===== src/rtl/ddr_init_pkg.sv =====
package ddr_init_pkg;

    typedef enum logic [2:0] {
        OP_NOP    = 3'd0,
        OP_PREA   = 3'd1,
        OP_MRS    = 3'd2,
        OP_EMRS   = 3'd3,
        OP_REF    = 3'd4,
        OP_ZQCAL  = 3'd5,
        OP_NORMAL = 3'd6,
        OP_WRITE  = 3'd7
    } cmd_op_e;

    typedef enum logic [1:0] {
        PZ_NONE    = 2'd0,
        PZ_POWERUP = 2'd1,
        PZ_DLL     = 2'd2
    } pause_e;

    typedef enum logic [2:0] {
        S_IDLE  = 3'd0,
        S_ISSUE = 3'd1,
        S_PAUSE = 3'd2,
        S_LOAD  = 3'd3,
        S_DONE  = 3'd4
    } state_e;

    typedef struct packed {
        cmd_op_e    op;
        logic [1:0] bank;
        pause_e     pause;
        logic       dll;
        logic       ocd;
        logic       last;
    } step_t;

    localparam int STEP_W = 4;
    localparam int OFS_W  = 5;

    function automatic step_t mk(cmd_op_e op, logic [1:0] bank, pause_e pz,
                                 logic dll, logic ocd, logic last);
        step_t s;
        s.op = op; s.bank = bank; s.pause = pz;
        s.dll = dll; s.ocd = ocd; s.last = last;
        return s;
    endfunction

    function automatic step_t ddr2_step(logic [STEP_W-1:0] i);
        case (i)
            4'd0:    return mk(OP_NOP,    2'd0, PZ_POWERUP, 1'b0, 1'b0, 1'b0);
            4'd1:    return mk(OP_NOP,    2'd0, PZ_NONE,    1'b0, 1'b0, 1'b0);
            4'd2:    return mk(OP_PREA,   2'd0, PZ_NONE,    1'b0, 1'b0, 1'b0);
            4'd3:    return mk(OP_EMRS,   2'd2, PZ_NONE,    1'b0, 1'b0, 1'b0);
            4'd4:    return mk(OP_EMRS,   2'd3, PZ_NONE,    1'b0, 1'b0, 1'b0);
            4'd5:    return mk(OP_EMRS,   2'd1, PZ_NONE,    1'b0, 1'b0, 1'b0);
            4'd6:    return mk(OP_MRS,    2'd0, PZ_NONE,    1'b1, 1'b0, 1'b0);
            4'd7:    return mk(OP_PREA,   2'd0, PZ_NONE,    1'b1, 1'b0, 1'b0);
            4'd8:    return mk(OP_REF,    2'd0, PZ_NONE,    1'b1, 1'b0, 1'b0);
            4'd9:    return mk(OP_REF,    2'd0, PZ_NONE,    1'b1, 1'b0, 1'b0);
            4'd10:   return mk(OP_MRS,    2'd0, PZ_NONE,    1'b0, 1'b0, 1'b0);
            4'd11:   return mk(OP_EMRS,   2'd1, PZ_NONE,    1'b0, 1'b1, 1'b0);
            4'd12:   return mk(OP_EMRS,   2'd1, PZ_NONE,    1'b0, 1'b0, 1'b0);
            4'd13:   return mk(OP_NORMAL, 2'd0, PZ_NONE,    1'b0, 1'b0, 1'b0);
            default: return mk(OP_WRITE,  2'd0, PZ_NONE,    1'b0, 1'b0, 1'b1);
        endcase
    endfunction

    function automatic step_t ddr3_step(logic [STEP_W-1:0] i);
        case (i)
            4'd0:    return mk(OP_NOP,    2'd0, PZ_POWERUP, 1'b0, 1'b0, 1'b0);
            4'd1:    return mk(OP_NOP,    2'd0, PZ_NONE,    1'b0, 1'b0, 1'b0);
            4'd2:    return mk(OP_EMRS,   2'd2, PZ_NONE,    1'b0, 1'b0, 1'b0);
            4'd3:    return mk(OP_EMRS,   2'd3, PZ_NONE,    1'b0, 1'b0, 1'b0);
            4'd4:    return mk(OP_EMRS,   2'd1, PZ_NONE,    1'b0, 1'b0, 1'b0);
            4'd5:    return mk(OP_MRS,    2'd0, PZ_DLL,     1'b0, 1'b0, 1'b0);
            4'd6:    return mk(OP_ZQCAL,  2'd0, PZ_NONE,    1'b0, 1'b0, 1'b0);
            4'd7:    return mk(OP_NORMAL, 2'd0, PZ_NONE,    1'b0, 1'b0, 1'b0);
            default: return mk(OP_WRITE,  2'd0, PZ_NONE,    1'b0, 1'b0, 1'b1);
        endcase
    endfunction

endpackage


===== src/rtl/ddr_init_ofs.sv =====
module ddr_init_ofs
    import ddr_init_pkg::*;
(
    input  logic [1:0]       col_bits,
    input  logic [1:0]       row_bits,
    input  logic             interleave,
    input  logic             narrow_bus,
    output logic [OFS_W-1:0] ofs
);
    logic [OFS_W-1:0] row_term;
    logic [OFS_W-1:0] bus_term;

    always_comb begin
        row_term = interleave ? '0 : OFS_W'(row_bits) + OFS_W'(11);
        bus_term = narrow_bus ? OFS_W'(1) : OFS_W'(2);
        ofs      = OFS_W'(col_bits) + OFS_W'(9) + row_term + bus_term;
    end
endmodule


===== src/rtl/ddr_init_steps.sv =====
module ddr_init_steps
    import ddr_init_pkg::*;
(
    input  logic              ddr3,
    input  logic [STEP_W-1:0] idx,
    output step_t             cur
);
    always_comb cur = ddr3 ? ddr3_step(idx) : ddr2_step(idx);
endmodule


===== src/rtl/ddr_init_timer.sv =====
module ddr_init_timer
    import ddr_init_pkg::*;
#(
    parameter int CLK_MHZ = 100,
    parameter int PU2_US  = 200,
    parameter int PU3_US  = 500,
    parameter int DLL_US  = 50
) (
    input  logic   clk,
    input  logic   rst,
    input  logic   load,
    input  pause_e kind,
    input  logic   ddr3,
    output logic   expired
);
    localparam int CYC_PU2 = PU2_US * CLK_MHZ;
    localparam int CYC_PU3 = PU3_US * CLK_MHZ;
    localparam int CYC_DLL = DLL_US * CLK_MHZ;
    localparam int CYC_MAX = (CYC_PU3 > CYC_PU2) ?
                             ((CYC_PU3 > CYC_DLL) ? CYC_PU3 : CYC_DLL) :
                             ((CYC_PU2 > CYC_DLL) ? CYC_PU2 : CYC_DLL);
    localparam int CNT_W   = $clog2(CYC_MAX + 1);

    logic [CNT_W-1:0] cnt;
    logic [CNT_W-1:0] span;

    always_comb begin
        if (kind == PZ_DLL) span = CNT_W'(CYC_DLL);
        else if (ddr3)      span = CNT_W'(CYC_PU3);
        else                span = CNT_W'(CYC_PU2);
    end

    always_ff @(posedge clk) begin
        if (rst)              cnt <= '0;
        else if (load)        cnt <= span;
        else if (cnt != '0)   cnt <= cnt - 1'b1;
    end

    assign expired = (cnt == CNT_W'(1));
endmodule


===== src/rtl/ddr_init_seq.sv =====
module ddr_init_seq
    import ddr_init_pkg::*;
#(
    parameter int CLK_MHZ = 100,
    parameter int PU2_US  = 200,
    parameter int PU3_US  = 500,
    parameter int DLL_US  = 50,
    parameter int ADDR_W  = 32,
    parameter int RF_W    = 12
) (
    input  logic              clk,
    input  logic              rst,
    input  logic              start,
    input  logic              ddr3_mode,
    input  logic [1:0]        col_bits,
    input  logic [1:0]        row_bits,
    input  logic              interleave,
    input  logic              narrow_bus,
    input  logic [RF_W-1:0]   rfsh_cfg,
    input  logic              cmd_ready,
    output logic              cmd_valid,
    output logic [2:0]        cmd_op,
    output logic [ADDR_W-1:0] cmd_addr,
    output logic              dll_rst,
    output logic              ocd_dflt,
    output logic              rfsh_load,
    output logic [RF_W-1:0]   rfsh_count,
    output logic              busy,
    output logic              done
);
    state_e            state;
    logic [STEP_W-1:0] idx;
    logic              ddr3_q;
    logic [OFS_W-1:0]  ofs_q;
    logic [OFS_W-1:0]  ofs_in;
    logic [RF_W-1:0]   rf_q;
    step_t             cur;
    logic              accept;
    logic              tmr_load;
    logic              tmr_exp;

    ddr_init_ofs u_ofs (
        .col_bits   (col_bits),
        .row_bits   (row_bits),
        .interleave (interleave),
        .narrow_bus (narrow_bus),
        .ofs        (ofs_in)
    );

    ddr_init_steps u_steps (
        .ddr3 (ddr3_q),
        .idx  (idx),
        .cur  (cur)
    );

    ddr_init_timer #(
        .CLK_MHZ (CLK_MHZ),
        .PU2_US  (PU2_US),
        .PU3_US  (PU3_US),
        .DLL_US  (DLL_US)
    ) u_tmr (
        .clk     (clk),
        .rst     (rst),
        .load    (tmr_load),
        .kind    (cur.pause),
        .ddr3    (ddr3_q),
        .expired (tmr_exp)
    );

    assign accept   = (state == S_ISSUE) && cmd_ready;
    assign tmr_load = accept && (cur.pause != PZ_NONE) && !cur.last;

    always_ff @(posedge clk) begin
        if (rst) begin
            state  <= S_IDLE;
            idx    <= '0;
            ddr3_q <= 1'b0;
            ofs_q  <= '0;
            rf_q   <= '0;
        end else begin
            case (state)
                S_IDLE: if (start) begin
                    state  <= S_ISSUE;
                    idx    <= '0;
                    ddr3_q <= ddr3_mode;
                    ofs_q  <= ofs_in;
                    rf_q   <= rfsh_cfg;
                end
                S_ISSUE: if (cmd_ready) begin
                    if (cur.last) begin
                        state <= S_LOAD;
                    end else begin
                        idx   <= idx + 1'b1;
                        state <= (cur.pause != PZ_NONE) ? S_PAUSE : S_ISSUE;
                    end
                end
                S_PAUSE: if (tmr_exp) state <= S_ISSUE;
                S_LOAD:  state <= S_DONE;
                default: state <= S_DONE;
            endcase
        end
    end

    always_comb begin
        busy       = (state == S_ISSUE) || (state == S_PAUSE) || (state == S_LOAD);
        cmd_valid  = (state == S_ISSUE);
        cmd_op     = cur.op;
        cmd_addr   = ADDR_W'(cur.bank) << ofs_q;
        dll_rst    = ((state == S_ISSUE) || (state == S_PAUSE)) && cur.dll;
        ocd_dflt   = ((state == S_ISSUE) || (state == S_PAUSE)) && cur.ocd;
        rfsh_load  = (state == S_LOAD);
        rfsh_count = rf_q;
        done       = (state == S_DONE);
    end
endmodule


===== config.mk =====
export PLATFORM = sky130hd
export DESIGN_NAME = ddr_init_seq
export DESIGN_NICKNAME = d
export VERILOG_FILES = /design/src/rtl/ddr_init_pkg.sv /design/src/rtl/ddr_init_ofs.sv /design/src/rtl/ddr_init_steps.sv /design/src/rtl/ddr_init_timer.sv /design/src/rtl/ddr_init_seq.sv
export SDC_FILE = /design/constraint.sdc
export NUM_CORES = 1
export LEC_CHECK = 0
export BUFFER_PORTS_ARGS = -buffer_cell sky130_fd_sc_hd__buf_2
export CORE_UTILIZATION = 45
export CTS_BUF_LIST = sky130_fd_sc_hd__clkbuf_4
export DETAILED_ROUTE_END_ITERATION = 8
export PLACE_DENSITY = 0.68
export SYNTH_ARGS = -nofsm -noshare
export SYNTH_HDL_FRONTEND = slang
export SYNTH_SLANG_ARGS = --single-unit

===== constraint.sdc =====
create_clock -name clk -period 3.6 [get_ports clk]
set_clock_uncertainty 0.2 [all_clocks]
set_input_delay 0.36 -clock clk [delete_from_list [all_inputs] [get_ports clk]]
set_output_delay 0.36 -clock clk [all_outputs]
set_load 0.005 [all_outputs]

* Word level (Yosys, flattened, before mapping)
Memories as Yosys holds them, arrays and structs flattened. A register that Yosys moved wholly into a read port is not among the register bits.
Index checks and enable logic that the tools add are counted.
** Word-level totals
- Flip-flop bits (word level) :: 41
- Logic and storage cells :: 63
- Memories :: 2
- Input port bits :: 23
- Output and inout bits :: 53
- ROM bits :: 200
** Operators by class
- Eq/ne operators :: 10
- $add $sub $neg :: 6
- Shifts and indexed selects :: 1
- Muxes and demuxes :: 22
- Reductions and logical operators :: 16
** Memory list
- (no name shown) :: words 16, bits a word 9, rd ports 1, clocked after memory_dff 1, write ports 0, RTL line ddr_init_pkg.sv:49 : case (i)
- (no name shown) :: words 8, bits a word 7, rd ports 1, clocked after memory_dff 1, write ports 0, RTL line ddr_init_pkg.sv:69 : case (i)
** Operators by type and width (count)
- $mux 16 :: 4
- $shl 2x5->32 :: 1
- $mux 10 :: 2
- $mux 4 :: 5
- $eq 16x1->1 const B :: 1
- $reduce_bool 16->1 :: 1
- $sub 16x1->16 const B :: 1
- $mux 3 :: 5
- $add 2x4->5 const B :: 2
- $add 5x5->5 :: 2
- $pmux 3 s3 :: 1
- $ne 2x2->1 const B :: 4
- $pmux 4 s2 :: 1
- $eq 3x2->1 const B :: 2
- $mux 2 :: 3
- $reduce_bool 2->1 :: 3
- $logic_and 1x1->1 :: 5
- $mux 5 :: 1
- $add 4x1->4 const B :: 1
- $reduce_and 4->1 :: 1
- $eq 3x1->1 const B :: 1
- $eq 3x3->1 const B :: 1
- $logic_not 3->1 :: 1
- $reduce_and 3->1 :: 1
- 4 further kinds :: 5

* Longest topological paths before layout
- Depth in word-level cells :: 7
- Depth in mapped cells :: 11
- Mapped depth without buffers :: 11

* Cells and area by module
A second synthesis with hierarchy kept.
** Unflattened totals
- Cell total of the unflattened synthesis :: 368
- Area total of the unflattened synthesis :: 2785.2 µm²
** Modules (own cells, without submodules)
- ddr_init_seq :: area each 1418.9 µm², cells an instance 192, times used 1, seq. area each 500.5 µm²
- ddr_init_timer :: area each 919.6 µm², cells an instance 109, times used 1, seq. area each 320.3 µm²
- ddr_init_steps :: area each 241.5 µm², cells an instance 40, times used 1, seq. area each 0.0 µm²
- ddr_init_ofs :: area each 205.2 µm², cells an instance 27, times used 1, seq. area each 0.0 µm²

* Worst setup path before layout
No wires, ideal clock.
- Kind :: input -> register
- Start point :: input row_bits[0]
- End point :: register ofs_q[4]
- Data required time :: 3269 ps
- Buffers on the path :: 0
- Library setup time :: 131 ps
- Path slack :: 914 ps
- Arrival :: 2355 ps
- Stages :: 8
- Cell sequence :: inv_1 > ha_1 > or2_2 > fa_1 > inv_1 > fa_1 > a2111oi_0 > nor3_1
** Between the ends
- Longest elaborated chain between the ends :: 4
** Ends and longest elaborated chain
- start, declared :: RTL line ddr_init_seq.sv:16 : input logic [1:0] row_bits,
- $add 2x4->5 :: RTL line ddr_init_ofs.sv:14 : row_term = interleave ? '0 : OFS_W'(row_bits) + OFS_W'(11);
- $mux 5 :: RTL line ddr_init_ofs.sv:14
- $add 5x5->5 (2 in a row) :: RTL line ddr_init_ofs.sv:16 : ofs = OFS_W'(col_bits) + OFS_W'(9) + row_term + bus_term;
- end signal, assigned :: RTL line ddr_init_seq.sv:86 : ofs_q <= ofs_in;
- end, declared :: RTL line ddr_init_seq.sv:34 : logic [OFS_W-1:0] ofs_q;
No other way between the ends.
A chain may end at the register's enable or synchronous reset.

* Worst setup path after layout
- Start point :: register ddr3_q
- End point :: output cmd_addr[14]
** Between the ends
- Longest elaborated chain between the ends :: 2
** Ends and longest elaborated chain
- start, declared :: RTL line ddr_init_seq.sv:33 : logic ddr3_q;
- start signal, assigned :: RTL line ddr_init_seq.sv:85 : ddr3_q <= ddr3_mode;
- $mux 10 :: RTL line ddr_init_steps.sv:8 : always_comb cur = ddr3 ? ddr3_step(idx) : ddr2_step(idx);
- $shl 2x5->32 :: RTL line ddr_init_seq.sv:108 : cmd_addr = ADDR_W'(cur.bank) << ofs_q;
- end, declared :: RTL line ddr_init_seq.sv:23 : output logic [ADDR_W-1:0] cmd_addr,
No other way between the ends.

==> flow_summary.yaml <==
die:
  initial_core_util: 0.469
  rows: 30
  coreArea_mm2: 0.00683
  die-height_um: 86.4
  boundaryPins: 76
  die-area_mm2: 0.00747
  die_w_um: 86.4
logic_synthesis:
  netlist.top_cell.by_area: "dfxtp_1"
  post_synth_main_area_contributors: "dfxtp_1 (36%), nor2_1 (5.7%), nand2_1 (5.5%), a21oi_1 (4.5%), xnor2_1 (3.6%)"
  synth.yosys.warnings: 0
  synthesized_netlist_net_count: 429
  number_of_storage_elements_in_the_synthesis_netlist: 57
  netlist.area_leader.share: 0.356
  synthCells: 395
  synth_edf_count: 0
  netlist-cell-type-count: 71
  fraction_of_registers_with_async_set_or_reset_after_synthesis: 0
  yosysSeqAreaShare: 0.356
  synth.avg_cell_area_um2: 8.12
  syn_area_mm2: 0.00321
  post_synth_top_flop: "dfxtp_1"
critical_path:
  worst_r2r_path_depth: 5
  worst_setup_path_start_kind: "register"
  cp_cell_sequence: "buf_4 > nand3b_1 > a21oi_1 > mux2i_1 > nand2b_1 > nor2_1 > buf_2"
  worst-path-stages: 7
  cp_slowest_stage_delay_ns: 0.44
  worst-path-buf-inv: 2
  cp_slowest_cell: "dfxtp_1"
  crit_arrival_ns: 2.33
  worstSetupEndpointType: "output port"
  cpLargestDelayFamily: "simple AND/OR/NAND/NOR gates"
  classification_of_the_worst_setup_path: "reg -> out"
  worstPathMaxFanout: 17
  critical_path_required_ns: 3.04
global_routing:
  grt_pass1_wl_mm: 12.1
  grt_antenna_before_repair: 0
  first_global_vias: 2619
  grtUsageTotal: 0.205
  grt_max_degree: 36
  grt.overflow.total: 0
outcome:
  run_status: "completed"
clock_network:
  cts.htree.levels: 3
  clkLatencyLatePin_ns: 0.39
  post_cts.repair.setup_buffers: 0
  tritoncts: "done"
  cts.sink_count: 57
  clk_root_buffer_cell: "clkbuf_4"
  tritoncts.num_buffers: 9
  maximum_root_to_sink_buffer_count: 2
  post_cts.resized_instances: 0
  clk_transition_reported_paths_ns: 0.09
finish:
  mostFrequentLayoutCells: "buf_2 (75), dfxtp_1 (57), nor2_1 (49), nand2_1 (47), a21oi_1 (29)"
  layout-area-overhead-vs-synth_pct: 21.0
  final_common_cell: "buf_2"
  final_cell_count_no_fill: 573
  n_antenna_cell: 0
  final_core_utilization: 0.568
  final_nets: 507
  layout-drive-gt1-share: 0.241
power_and_ir_drop:
  pwr_density_cell_mw_per_mm2: 531
  irDropWorstVdd_mv: 0.266
  power.static_leakage_nw: 1.68
timing:
  timing.final.crit_share: 0.802
  worst_slack_ns: 0.713
  max_clock_freq_ghz: 0.346
  tightest_slew_ns: 0.722
  rsz0062_at_grt: "false"
  final-max-slew-violation-count: 0
  final.min_clock_period_ns: 2.89
  final_hold_viol_count: 0
  setup-tns-final_ns: 0
  maxSlewHeadroom: 0.518
  setup_viol: 0
drt:
  firstDrtPassIters: 4
  initialDrtViolationCount: 97
  post_drt_wl_per_cell_um: 13.0
  drc: 0
  number_of_vias_after_detailed_routing: 2981
  post_drt_via_cell_ratio: 5.20
  ant_nets: 0
  route.final.wire_length_mm: 7.46
job:
  count_of_max_cap_constraint_violations: 0
placement:
  setup_slack_after_placement_ns: 0.758
  dp_hpwl_mm: 5.24
  numPortBuffers: 75
  post-place-cells: 545
  place_congestion: 0.846
worst_hold_path:
  worst_hold_path.num_cells: 2
  hold_path.class: "in -> reg"
## stage by stage
step	hold WS (ns)	instance area, um2	total power, mW
3_5_place_dp	0.244	3630	1.62
2_1_floorplan	0.253	3210	1.46
3_3_place_gp	0.240	3630	1.61
6_report	0.0640	3880	2.06
4_1_cts	0.0463	3880	2.07
5_1_grt	0.0526	3880	2.21
## cell usage after synthesis (4+ instances only)
| master | n |
|---|---|
| nand3_1 | 16 |
| dfxtp_1 | 57 |
| o21ai_0 | 4 |
| and2_1 | 4 |
| buf_2 | 4 |
| mux2i_1 | 4 |
| xnor2_1 | 13 |
| clkbuf_1 | 14 |
| nand2b_1 | 7 |
| nand2_1 | 47 |
| a21oi_1 | 29 |
| and3_1 | 5 |
| buf_1 | 4 |
| nor2_1 | 49 |
| xor2_1 | 4 |
| inv_1 | 20 |
| nor2b_1 | 7 |
| ha_1 | 9 |
| nor3_1 | 19 |
## area by class of cell
type                    count  area, um2
multi-input cells         293       1890
flip-flops and latches     57       1140
clock buffers              10       75.1
inverters                  21       78.8
clock inverters             5       47.5
fillers                   657       2950
repair buffers             91        528
well taps                  96        120
## worst reg2reg max path, stage by stage, from the launching register on
cell and delay, ns:
dfxtp_1 0.80, mux2i_2 0.23, a211oi_4 0.39, mux2i_2 0.52, nor3_2 0.13, a2111oi_4 0.35
## cells by family (layout without fill, tap and decap cells)
| kind of cell | after synthesis | in the layout | share of synthesized area |
|---|---|---|---|
| adder cells (fa/ha/maj) | 11 | 11 | 0.0476 |
| AND/OR/NAND/NOR | 186 | 186 | 0.298 |
| XOR/XNOR | 17 | 17 | 0.0464 |
| flip-flops | 57 | 57 | 0.356 |
| AO/OA/AOI/OAI | 69 | 69 | 0.157 |
| multiplexers | 10 | 10 | 0.0371 |
| buffers and inverters | 45 | 127 | 0.0577 |
## timing repair
| item | in CTS | in global routing |
|---|---|---|
| endpoints found under the setup margin | 0 | 0 |
| hold endpoints to repair | 13 | 0 |
| hold buffers | 13 | 0 |
## path summary, 6_finish.rpt
kind	startpoint	to	slack (ns)
worst max-delay path	ddr3_q	cmd_addr[14]	0.71
worst max register to register	state[0]	register	0.87
worst min register to register	rfsh_count[3]	rfsh_count[3]	0.26
worst min-delay path	start	state[0]	0.06
## power by group
group	switching, mW	internal (mW)	leakage, nW	total (mW)
registers	0.110	0.735	0.466	0.845
clock network	0.220	0.209	0.0711	0.430
logic	0.439	0.346	1.14	0.785
total	0.769	1.29	1.68	2.06
## layer usage
layer	wire (um)	GRT usage	vias to the layer above
met5	0	0	-
met4	43	0.0485	0
met3	291	0.0581	6
met2	3610	0.346	59
met1	3510	0.259	1394
li1	-	-	1522
No activity file was read; power rests on OpenSTA's default activity.
